### src/rtl/hitrec_pkg.sv
package hitrec_pkg;
  localparam int COORD_W = 8;
  localparam int TS_W    = 14;
  localparam int FINE_W  = 4;
  localparam int TOT_W   = 10;

  typedef enum logic [1:0] {
    MODE_TOA_TOT = 2'b00,
    MODE_TOA     = 2'b01,
    MODE_EVENT   = 2'b10,
    MODE_ALT     = 2'b11
  } mode_e;

  typedef enum logic [1:0] {
    ST_IDLE = 2'b00,
    ST_BUSY = 2'b01,
    ST_FULL = 2'b10
  } state_e;
endpackage

### src/rtl/hitrec_rst_sync.sv
module hitrec_rst_sync (
  input  logic clk,
  input  logic rst_n,
  output logic rst_sn
);
  logic meta_q;

  always_ff @(posedge clk or negedge rst_n) begin
    if (!rst_n) begin
      meta_q <= 1'b0;
      rst_sn <= 1'b0;
    end else begin
      meta_q <= 1'b1;
      rst_sn <= meta_q;
    end
  end
endmodule

### src/rtl/hitrec_sat_ctr.sv
module hitrec_sat_ctr #(
  parameter int W = 10
) (
  input  logic         clk,
  input  logic         rst_n,
  input  logic         clr,
  input  logic         inc,
  output logic [W-1:0] q
);
  localparam logic [W-1:0] MAX = {W{1'b1}};

  logic [W-1:0] q_n;

  always_comb begin
    q_n = q;
    if (clr)
      q_n = {{(W-1){1'b0}}, inc};
    else if (inc && (q != MAX))
      q_n = q + 1'b1;
  end

  always_ff @(posedge clk or negedge rst_n) begin
    if (!rst_n) q <= '0;
    else        q <= q_n;
  end


  sat_hold_chk: assert property (@(posedge clk) disable iff (!rst_n)
    (q == MAX && !clr) |=> (q == MAX));
endmodule

### src/rtl/hitrec_fine_timer.sv
module hitrec_fine_timer #(
  parameter int W = 4
) (
  input  logic         clk,
  input  logic         rst_n,
  input  logic         start,
  input  logic         tick,
  output logic         run,
  output logic [W-1:0] count
);
  localparam logic [W-1:0] MAX = {W{1'b1}};

  logic         run_n;
  logic [W-1:0] count_n;

  always_comb begin
    run_n   = run;
    count_n = count;
    if (start) begin
      if (tick) begin
        run_n   = 1'b0;
        count_n = '0;
      end else begin
        run_n   = 1'b1;
        count_n = {{(W-1){1'b0}}, 1'b1};
      end
    end else if (run) begin
      if (tick)
        run_n = 1'b0;
      else if (count != MAX)
        count_n = count + 1'b1;
    end
  end

  always_ff @(posedge clk or negedge rst_n) begin
    if (!rst_n) begin
      run   <= 1'b0;
      count <= '0;
    end else begin
      run   <= run_n;
      count <= count_n;
    end
  end


  fine_stop_chk: assert property (@(posedge clk) disable iff (!rst_n)
    (run && tick && !start) |=> (!run && $stable(count)));


  fine_coincide_chk: assert property (@(posedge clk) disable iff (!rst_n)
    (start && tick) |=> (!run && count == '0));
endmodule

### src/rtl/hit_time_charge_rec.sv
module hit_time_charge_rec
  import hitrec_pkg::*;
#(
  parameter int COORD_BITS = COORD_W,
  parameter int TS_BITS    = TS_W,
  parameter int FINE_BITS  = FINE_W,
  parameter int TOT_BITS   = TOT_W
) (
  input  logic                                            clk_fast,
  input  logic                                            rst_n,
  input  logic [1:0]                                      mode,
  input  logic                                            disc,
  input  logic                                            coarse_tick,
  input  logic [TS_BITS-1:0]                              ts_bus,
  input  logic                                            shutter,
  input  logic [COORD_BITS-1:0]                           pix_col,
  input  logic [COORD_BITS-1:0]                           pix_row,
  input  logic                                            ack,
  output logic                                            hit_valid,
  output logic [2*COORD_BITS+TS_BITS+FINE_BITS+TOT_BITS-1:0] hit_word
);
  localparam int WORD_BITS = 2*COORD_BITS + TS_BITS + FINE_BITS + TOT_BITS;
  localparam int ITOT_BITS = TS_BITS;
  localparam int CNT_BITS  = TOT_BITS;

  logic rst_sn;

  hitrec_rst_sync u_rst (
    .clk    (clk_fast),
    .rst_n  (rst_n),
    .rst_sn (rst_sn)
  );

  state_e                state_q, state_n;
  logic                  disc_q, shutter_q;
  logic [TS_BITS-1:0]    toa_q, toa_n;
  logic [WORD_BITS-1:0]  word_q, word_n;

  logic rise, shut_rise, shut_fall, ev_mode, toa_only;
  logic fine_start, fine_run;
  logic [FINE_BITS-1:0] fine_cnt;
  logic tot_clr, tot_inc, evc_clr, evc_inc, itot_clr, itot_inc;
  logic [TOT_BITS-1:0]  tot_cnt;
  logic [CNT_BITS-1:0]  evc_cnt;
  logic [ITOT_BITS-1:0] itot_cnt;

  assign rise      = disc & ~disc_q;
  assign shut_rise = shutter & ~shutter_q;
  assign shut_fall = ~shutter & shutter_q;
  assign ev_mode   = (mode == MODE_EVENT);
  assign toa_only  = (mode == MODE_TOA);

  hitrec_fine_timer #(.W(FINE_BITS)) u_fine (
    .clk   (clk_fast),
    .rst_n (rst_sn),
    .start (fine_start),
    .tick  (coarse_tick),
    .run   (fine_run),
    .count (fine_cnt)
  );

  hitrec_sat_ctr #(.W(TOT_BITS)) u_tot (
    .clk (clk_fast), .rst_n (rst_sn), .clr (tot_clr), .inc (tot_inc), .q (tot_cnt)
  );

  hitrec_sat_ctr #(.W(CNT_BITS)) u_evc (
    .clk (clk_fast), .rst_n (rst_sn), .clr (evc_clr), .inc (evc_inc), .q (evc_cnt)
  );

  hitrec_sat_ctr #(.W(ITOT_BITS)) u_itot (
    .clk (clk_fast), .rst_n (rst_sn), .clr (itot_clr), .inc (itot_inc), .q (itot_cnt)
  );

  always_comb begin
    state_n    = state_q;
    toa_n      = toa_q;
    word_n     = word_q;
    fine_start = 1'b0;
    tot_clr    = 1'b0;
    tot_inc    = 1'b0;
    evc_clr    = 1'b0;
    evc_inc    = 1'b0;
    itot_clr   = 1'b0;
    itot_inc   = 1'b0;
    unique case (state_q)
      ST_IDLE: begin
        if (ev_mode) begin
          evc_clr  = shut_rise;
          itot_clr = shut_rise;
          evc_inc  = shutter & rise;
          itot_inc = shutter & disc & coarse_tick;
          if (shut_fall) begin
            state_n = ST_FULL;
            word_n  = {pix_col, pix_row, itot_cnt, evc_cnt, {FINE_BITS{1'b0}}};
          end
        end else if (rise) begin
          state_n    = ST_BUSY;
          toa_n      = ts_bus;
          fine_start = 1'b1;
          tot_clr    = 1'b1;
          tot_inc    = coarse_tick;
        end
      end
      ST_BUSY: begin
        tot_inc = disc & coarse_tick;
        if (!disc && !fine_run) begin
          state_n = ST_FULL;
          word_n  = {pix_col, pix_row, toa_q, fine_cnt,
                     toa_only ? {TOT_BITS{1'b0}} : tot_cnt};
        end
      end
      ST_FULL: begin
        if (ack) state_n = ST_IDLE;
      end
      default: state_n = ST_IDLE;
    endcase
  end

  always_ff @(posedge clk_fast or negedge rst_sn) begin
    if (!rst_sn) begin
      state_q   <= ST_IDLE;
      disc_q    <= 1'b0;
      shutter_q <= 1'b0;
      toa_q     <= '0;
      word_q    <= '0;
    end else begin
      state_q   <= state_n;
      disc_q    <= disc;
      shutter_q <= shutter;
      toa_q     <= toa_n;
      word_q    <= word_n;
    end
  end

  assign hit_valid = (state_q == ST_FULL);
  assign hit_word  = word_q;


  valid_hold_chk: assert property (@(posedge clk_fast) disable iff (!rst_sn)
    (hit_valid && !ack) |=> hit_valid);


  valid_drop_chk: assert property (@(posedge clk_fast) disable iff (!rst_sn)
    (hit_valid && ack) |=> !hit_valid);


  word_stable_chk: assert property (@(posedge clk_fast) disable iff (!rst_sn)
    (hit_valid && !ack) |=> $stable(hit_word));


  toa_only_tot_zero_chk: assert property (@(posedge clk_fast) disable iff (!rst_sn)
    ($rose(hit_valid) && mode == MODE_TOA) |-> (hit_word[TOT_BITS-1:0] == '0));
endmodule

### config.mk
export PLATFORM = sky130hd
export DESIGN_NAME = hit_time_charge_rec
export DESIGN_NICKNAME = d
export VERILOG_FILES = /design/src/rtl/hitrec_pkg.sv /design/src/rtl/hitrec_rst_sync.sv /design/src/rtl/hitrec_sat_ctr.sv /design/src/rtl/hitrec_fine_timer.sv /design/src/rtl/hit_time_charge_rec.sv
export SDC_FILE = /design/constraint.sdc
export NUM_CORES = 1
export LEC_CHECK = 0
export ABC_AREA = 1
export BUFFER_PORTS_ARGS = -buffer_cell sky130_fd_sc_hd__buf_4
export CAP_MARGIN = 20
export CORE_ASPECT_RATIO = 1.25
export CORE_MARGIN = 1
export CORE_UTILIZATION = 50
export CTS_CLUSTER_SIZE = 8
export DETAILED_ROUTE_END_ITERATION = 16
export GPL_TIMING_DRIVEN = 0
export PLACE_DENSITY_LB_ADDON = 0.2
export SLEW_MARGIN = 15
export SYNTH_ARGS = -nofsm -noshare
export SYNTH_HDL_FRONTEND = slang
export SYNTH_SLANG_ARGS = --single-unit
### constraint.sdc
create_clock -name clk_fast -period 7.1 [get_ports clk_fast]
set_clock_uncertainty 0.15 [all_clocks]
set_input_delay 0.355 -clock clk_fast [delete_from_list [all_inputs] [get_ports clk_fast]]
set_output_delay 0.355 -clock clk_fast [all_outputs]
set_load 0.005 [all_outputs]
### After elaboration in Yosys (flattened, before gate mapping)

Cells that the tools add are included.

* register bits: 103
* input port bits: 38
* output and inout port bits: 45
* word-level logic and storage cells: 96

* add/sub/neg operators: 4
* equal/unequal tests: 15
* mux-type cells: 37
* bitwise operators: 11
* reductions and logical operators: 17

Operators by type and width (count)
* 44-bit two-way mux: 3
* 44-bit case mux with 2 select lines: 1
* 10-bit two-way mux: 5
* 14-bit two-way mux: 2
* 10-bit by 1-bit adder with 10-bit output (second input constant): 2
* 10-bit != test (second input constant): 2
* 4-bit two-way mux: 4
* 1-bit two-way mux: 15
* 14-bit by 1-bit adder with 14-bit output (second input constant): 1
* 14-bit != test (second input constant): 1
* 2-bit nonzero test: 6
* 2-bit two-way mux: 5
* 2-bit != test (second input constant): 4
* 4-bit AND reduction: 2
* 1-bit AND: 7
* 3-bit != test (second input constant): 2
* 2-bit case mux with 3 select lines: 1
* 3-bit AND reduction: 2
* 4-bit by 1-bit adder with 4-bit output (second input constant): 1
* 2-bit by 1-bit == test with 1-bit output (second input constant): 2
* 2-bit == test (second input constant): 2
* 1-bit logical AND: 4
* 4-bit != test (second input constant): 1
* 1-bit NOT: 4
* other kinds (4): 5

### Depth between registers and ports, before layout

* depth after elaboration: 8
* depth in mapped cells: 10
* depth with buffers taken out: 9

### Cells and area by module

Synthesis repeated with hierarchy kept, for this count alone.

* cells, all modules: 720
* area, all modules: 5413.9 um^2

Modules (own cells, without submodules)
* hit_time_charge_rec: instances 1, cells an instance 358, area an instance 2811.4 um^2, sequential area each 1551.5 um^2
* hitrec_sat_ctr (u_evc ...): instances 2, cells an instance 94, area an instance 673.1 um^2, sequential area each 250.2 um^2
* hitrec_sat_ctr (u_itot): instances 1, cells an instance 133, area an instance 908.4 um^2, sequential area each 350.3 um^2
* hitrec_fine_timer: instances 1, cells an instance 38, area an instance 294.0 um^2, sequential area each 125.1 um^2
* hitrec_rst_sync: instances 1, cells an instance 3, area an instance 53.8 um^2, sequential area each 50.0 um^2

### Least setup slack after synthesis

OpenSTA, ideal clock, no wires.

* kind: flip-flop to flip-flop
* start point: register u_itot.q[0]
* end point: register u_itot.q[10]
* library setup time: 66 ps
* arrival time: 1420 ps
* data required time: 6884 ps
* path slack: 5465 ps
* cell stages (with the launch flop): 11
* buffers on the path: 1
* period minus slack after synthesis: 1635 ps
* path through: dfrtp_1 > ha_1 > nand2_1 > nor2_2 > nand2_2 > nor2_2 > nor2_2 > nor2_4 > buf_6 > nand2_1 > nand2_1

* word-level cells in the longest chain between the ends: 3
* elaborated cells on any way between the ends: 6
* those cells by class: add/sub: 1; eq/ne: 1; mux: 2; reduce/logical: 2

Ends and longest elaborated chain
* start, declared: RTL line hitrec_sat_ctr.sv:8 `output logic [W-1:0] q`
* start signal, assigned: RTL line hitrec_sat_ctr.sv:24 `else q <= q_n;`
* 14-bit by 1-bit adder with 14-bit output or 14-bit != test (tied branches): RTL line hitrec_sat_ctr.sv:19, hitrec_sat_ctr.sv:18
* 14-bit two-way mux or 1-bit logical AND (tied branches): RTL line hitrec_sat_ctr.sv:18 `else if (inc && (q != MAX))`
* 14-bit two-way mux or 2-bit nonzero test (tied branches)

Parallel ways exist; a longest one is shown, timed or not. The select of a mux whose other input is x is not followed.
A chain may end at the register's enable or synchronous reset.

### Final worst setup path

* start point: register u_tot.q[1]
* end point: register u_tot.q[8]

* word-level cells in the longest chain between the ends: 3
* elaborated cells on any way between the ends: 6
* those cells by class: add/sub: 1; eq/ne: 1; mux: 2; reduce/logical: 2

Ends and longest elaborated chain (RTL line)
* start, declared: hitrec_sat_ctr.sv:8
* start signal, assigned: hitrec_sat_ctr.sv:24
* 10-bit by 1-bit adder with 10-bit output or 10-bit != test (tied branches): hitrec_sat_ctr.sv:19, hitrec_sat_ctr.sv:18
* 10-bit two-way mux or 1-bit logical AND (tied branches): hitrec_sat_ctr.sv:18
* 10-bit two-way mux or 2-bit nonzero test (tied branches)

Parallel ways exist; a longest one is shown, timed or not. The select of a mux whose other input is x is not followed.

==> impl_metrics.yaml <==
critical_path:
  reg2reg_depth: 8
  worst_setup_path_end_kind: "flip-flop"
  worst-setup-path-type: "reg -> reg"
  crit_path_top_delay_cell: "sky130_fd_sc_hd__dfrtp_1"
  worst-path-max-fanout: 9
  worst_r2r_endpoint: "u_tot.q[8]"
  critical_path.startpoint: "u_tot.q[1]"
  critical_path_required_ns: 7.20
  setup.reg_to_reg.worst_slack_ns: 5.16
  start_kind: "flip-flop"
  timing.critical_path.slowest_cell_delay_ns: 0.42
  reg2reg_from: "u_tot.q[1]"
  path_cells: "ha_1 -> nand3_1 -> nor2_1 -> nand3_1 -> nand3_2 -> nand2_2 -> nand2_1 -> nand2_1"
  crit_path_end: "u_tot.q[8]"
  timing.critical_path.arrival_ns: 2.04
sta:
  fmax_ghz: 0.5155
  finalCriticalPeriod_ns: 1.940
  tns_ns: 0
  worst-slew-pin-transition_ns: 0.6198
  hold_viol: 0
  final.hold.worst_slack_ns: 0.009384
  grt_setup_unrepaired: "false"
  setup_viol: 0
  period_share: 0.2732
  report.final.slew_viol_count: 0
  slew_headroom: 0.5868
place:
  dpl_cell_area_mm2: 0.005953
  io_buffer_count: 82
  dpl.hpwl_mm: 9.328
  gpl.final_weighted_congestion: 0.8869
clocking:
  cts_post_setup_buffers_inserted: 0
  tritoncts_num_sinks: 103
  cts-buffers-inserted: 9
  cts_max_path_buffers: 2
  htreeDepth: 3
  cts_root_buf: "sky130_fd_sc_hd__clkbuf_16"
  clock_insertion_delay_at_the_later_pin_of_the_skew_report_ns: 0.35
  cts_tree: "yes"
  clkTransAtPathRegs_ns: 0.07
  cts_repair_resize_count: 0
drt:
  routed-via-count: 4740
  number_of_nets_with_antenna_violations_after_detailed_routing: 0
  finalWirelength_mm: 12.67
  drt-pass1-iter-count: 5
  detail_route.drc_violations: 0
  viasPerCell: 5.226
  avgRoutedWirePerCell_um: 13.97
  drt_iter0_markers: 266
die:
  die_x_um: 92.73
  die_area_mm2: 0.01070
  floorplan.initialDensity: 0.5117
  floorplan.rows: 41
  placeableCoreArea_mm2: 0.01005
  io-pin-count: 83
  floorplan.die.height_um: 115.4
synthesis:
  syn_inst: 677
  netlist_area_mm2: 0.005145
  synth_warnings: 0
  mappedNetlistNets: 719
  synthesis.area_per_instance_um2: 7.600
  synthDistinctLibCells: 34
  synth_seq_cells: 103
  synth_seq_area_share: 0.5010
power_and_ir_drop:
  cell_internal_pwr_w: 0.001247
  total_switching_power_w: 0.0006731
  proportion_of_power_drawn_by_combinational_gates: 0.314
  clock_network_power_share: 0.248
  power_per_cell_area_mw_per_mm2: 307.0
  worst_ir_drop_vdd_mv: 0.1397
  leakage_nw: 3.296
  p_sw_frac: 0.3505
  pwr-share-seq: 0.438
min_path:
  hold_start: "disc"
  hold_path_class: "in -> reg"
global_routing:
  grt_util_all_layers: 0.2534
  grt_pass1_vias: 4573
  first_pass_grt_wire_length_mm: 21.16
  gr-total-overflow: 0
  grt_max_degree: 60
  antenna_found_initial: 0
final_layout:
  drive_above_1_share: 0.1735
  multi_input_comb_area_mm2: 0.002181
  seq_area_mm2: 0.002581
  final_area_mm2: 0.006256
  final_common_cell: "sky130_fd_sc_hd__nand2_1"
  filler_cells: 950
  insertedDiodeCount: 0
  areaGrowthSynthToFinish_pct: 21.60
  final_nets: 815
  most-common-layout-cells: "293 x sky130_fd_sc_hd__nand2_1, 102 x sky130_fd_sc_hd__dfrtp_1, 82 x sky130_fd_sc_hd__buf_4"
outcome:
  status: "finished, final reports clean"
run:
  timing.max_cap.violations: 0
-- state kept, by name (all words and copies together) (netlist names) --
name,flops
u_fine.count,4
u_tot.q,10
disc_q,1
hit_word,44
u_evc.q,10
state_q,2
u_itot.q,14
shutter_q,1
u_rst.rst_sn,1
u_rst.meta_q,1
u_fine.run,1
toa_q,14
-- metal layers --
| metal | routed length, um | vias to the layer above | part of all wire | GRT usage |
|---|---|---|---|---|
| met5 | 0 | - | 0 | 0 |
| li1 | - | 2328 | - | - |
| met1 | 5356 | 2267 | 0.42 | 0.3126 |
| met2 | 6404 | 118 | 0.51 | 0.4415 |
| met4 | 352 | 0 | 0.028 | 0.1108 |
| met3 | 561 | 27 | 0.044 | 0.04068 |
-- per-stage QoR --
| step | power (W) | setup slack, ns | utilization | instances |
|---|---|---|---|---|
| after floorplan | 0.001188 | 3.868 | - | 677 |
| after global placement | 0.001433 | 2.636 | 0.5890 | 888 |
| after detailed placement | 0.001459 | 5.150 | 0.5921 | 889 |
| after CTS | 0.001937 | 5.137 | 0.6222 | 907 |
| after global routing | 0.002047 | 4.953 | 0.6222 | 907 |
| final | 0.001920 | 5.160 | 0.6222 | 907 |
-- power by group through the flow --
stage	clock [W]	combinational, W	sequential [W]
5_1_grt	0.000500	0.000687	0.000859
6_report	0.000476	0.000603	0.000841
4_1_cts	0.000483	0.000612	0.000841
3_3_place_gp	0	0.000580	0.000853
2_1_floorplan	0	0.000343	0.000844
3_5_place_dp	0	0.000608	0.000852
-- critical path: cells and delay by family, from the launching register on --
kind                       cells  cell delay (ns)
and+or+nand+nor                7             1.04
adders and majority gates      1             0.22
DFF                            1             0.42
-- synth_stat cells (all sizes together) --
library cell | instances | share of area
o21ai | 53 | 0.052
nor2 | 43 | 0.038
o21bai | 1 | 0.0015
buf | 19 | 0.024
ha | 4 | 0.0097
a21o | 1 | 0.0015
a211oi | 1 | 0.0015
inv | 61 | 0.045
a22oi | 4 | 0.0058
xor2 | 6 | 0.010
o211ai | 1 | 0.0015
or2 | 1 | 0.0012
o31ai | 1 | 0.0015
nor3 | 1 | 0.00097
dfrtp | 103 | 0.50
xnor2 | 1 | 0.0017
clkbuf | 8 | 0.0058
a21oi | 6 | 0.0058
conb | 1 | 0.00073
nor3b | 1 | 0.0015
nand3 | 42 | 0.042
nand2 | 296 | 0.22
nand4 | 22 | 0.030
-- cells by family after synthesis --
logic type                 after synthesis  share of synthesized area
DFF                                    103                     0.5010
adders and majority gates                4                   0.009728
and+or+nand+nor                        406                     0.3303
other                                    1                  0.0007289
AOI/OAI and AO/OA                       68                    0.07126
xor gates and xnor gates                 7                    0.01192
buffers and inverters                   88                    0.07515
-- worst min-delay path by stage --
stage	slack [ns]	end	cells after the start
3_3_place_gp	-0.01	u_rst.meta_q	1
5_1_grt	0.005	disc_q	1
3_5_place_dp	-0.01	u_rst.meta_q	1
4_1_cts	0.005	disc_q	1
6_report	0.009	disc_q	1
2_1_floorplan	-0.09	u_rst.meta_q	0
-- layout make-up --
type / count / share of cell area
Tap cell: 129 / 0.02580
Multi-Input combinational cell: 486 / 0.3486
Timing Repair Buffer: 85 / 0.1060
Inverter: 61 / 0.03700
Buffer: 27 / 0.02480
Clock buffer: 10 / 0.03660
Clock inverter: 6 / 0.008600
Sequential cell: 103 / 0.4126
-- what timing repair did --
item	in CTS	in global routing
hold buffers	2	0
setup endpoints to repair	0	0
endpoints found under the hold margin	3	0
Note: power is estimated with default switching activity, not from simulation.
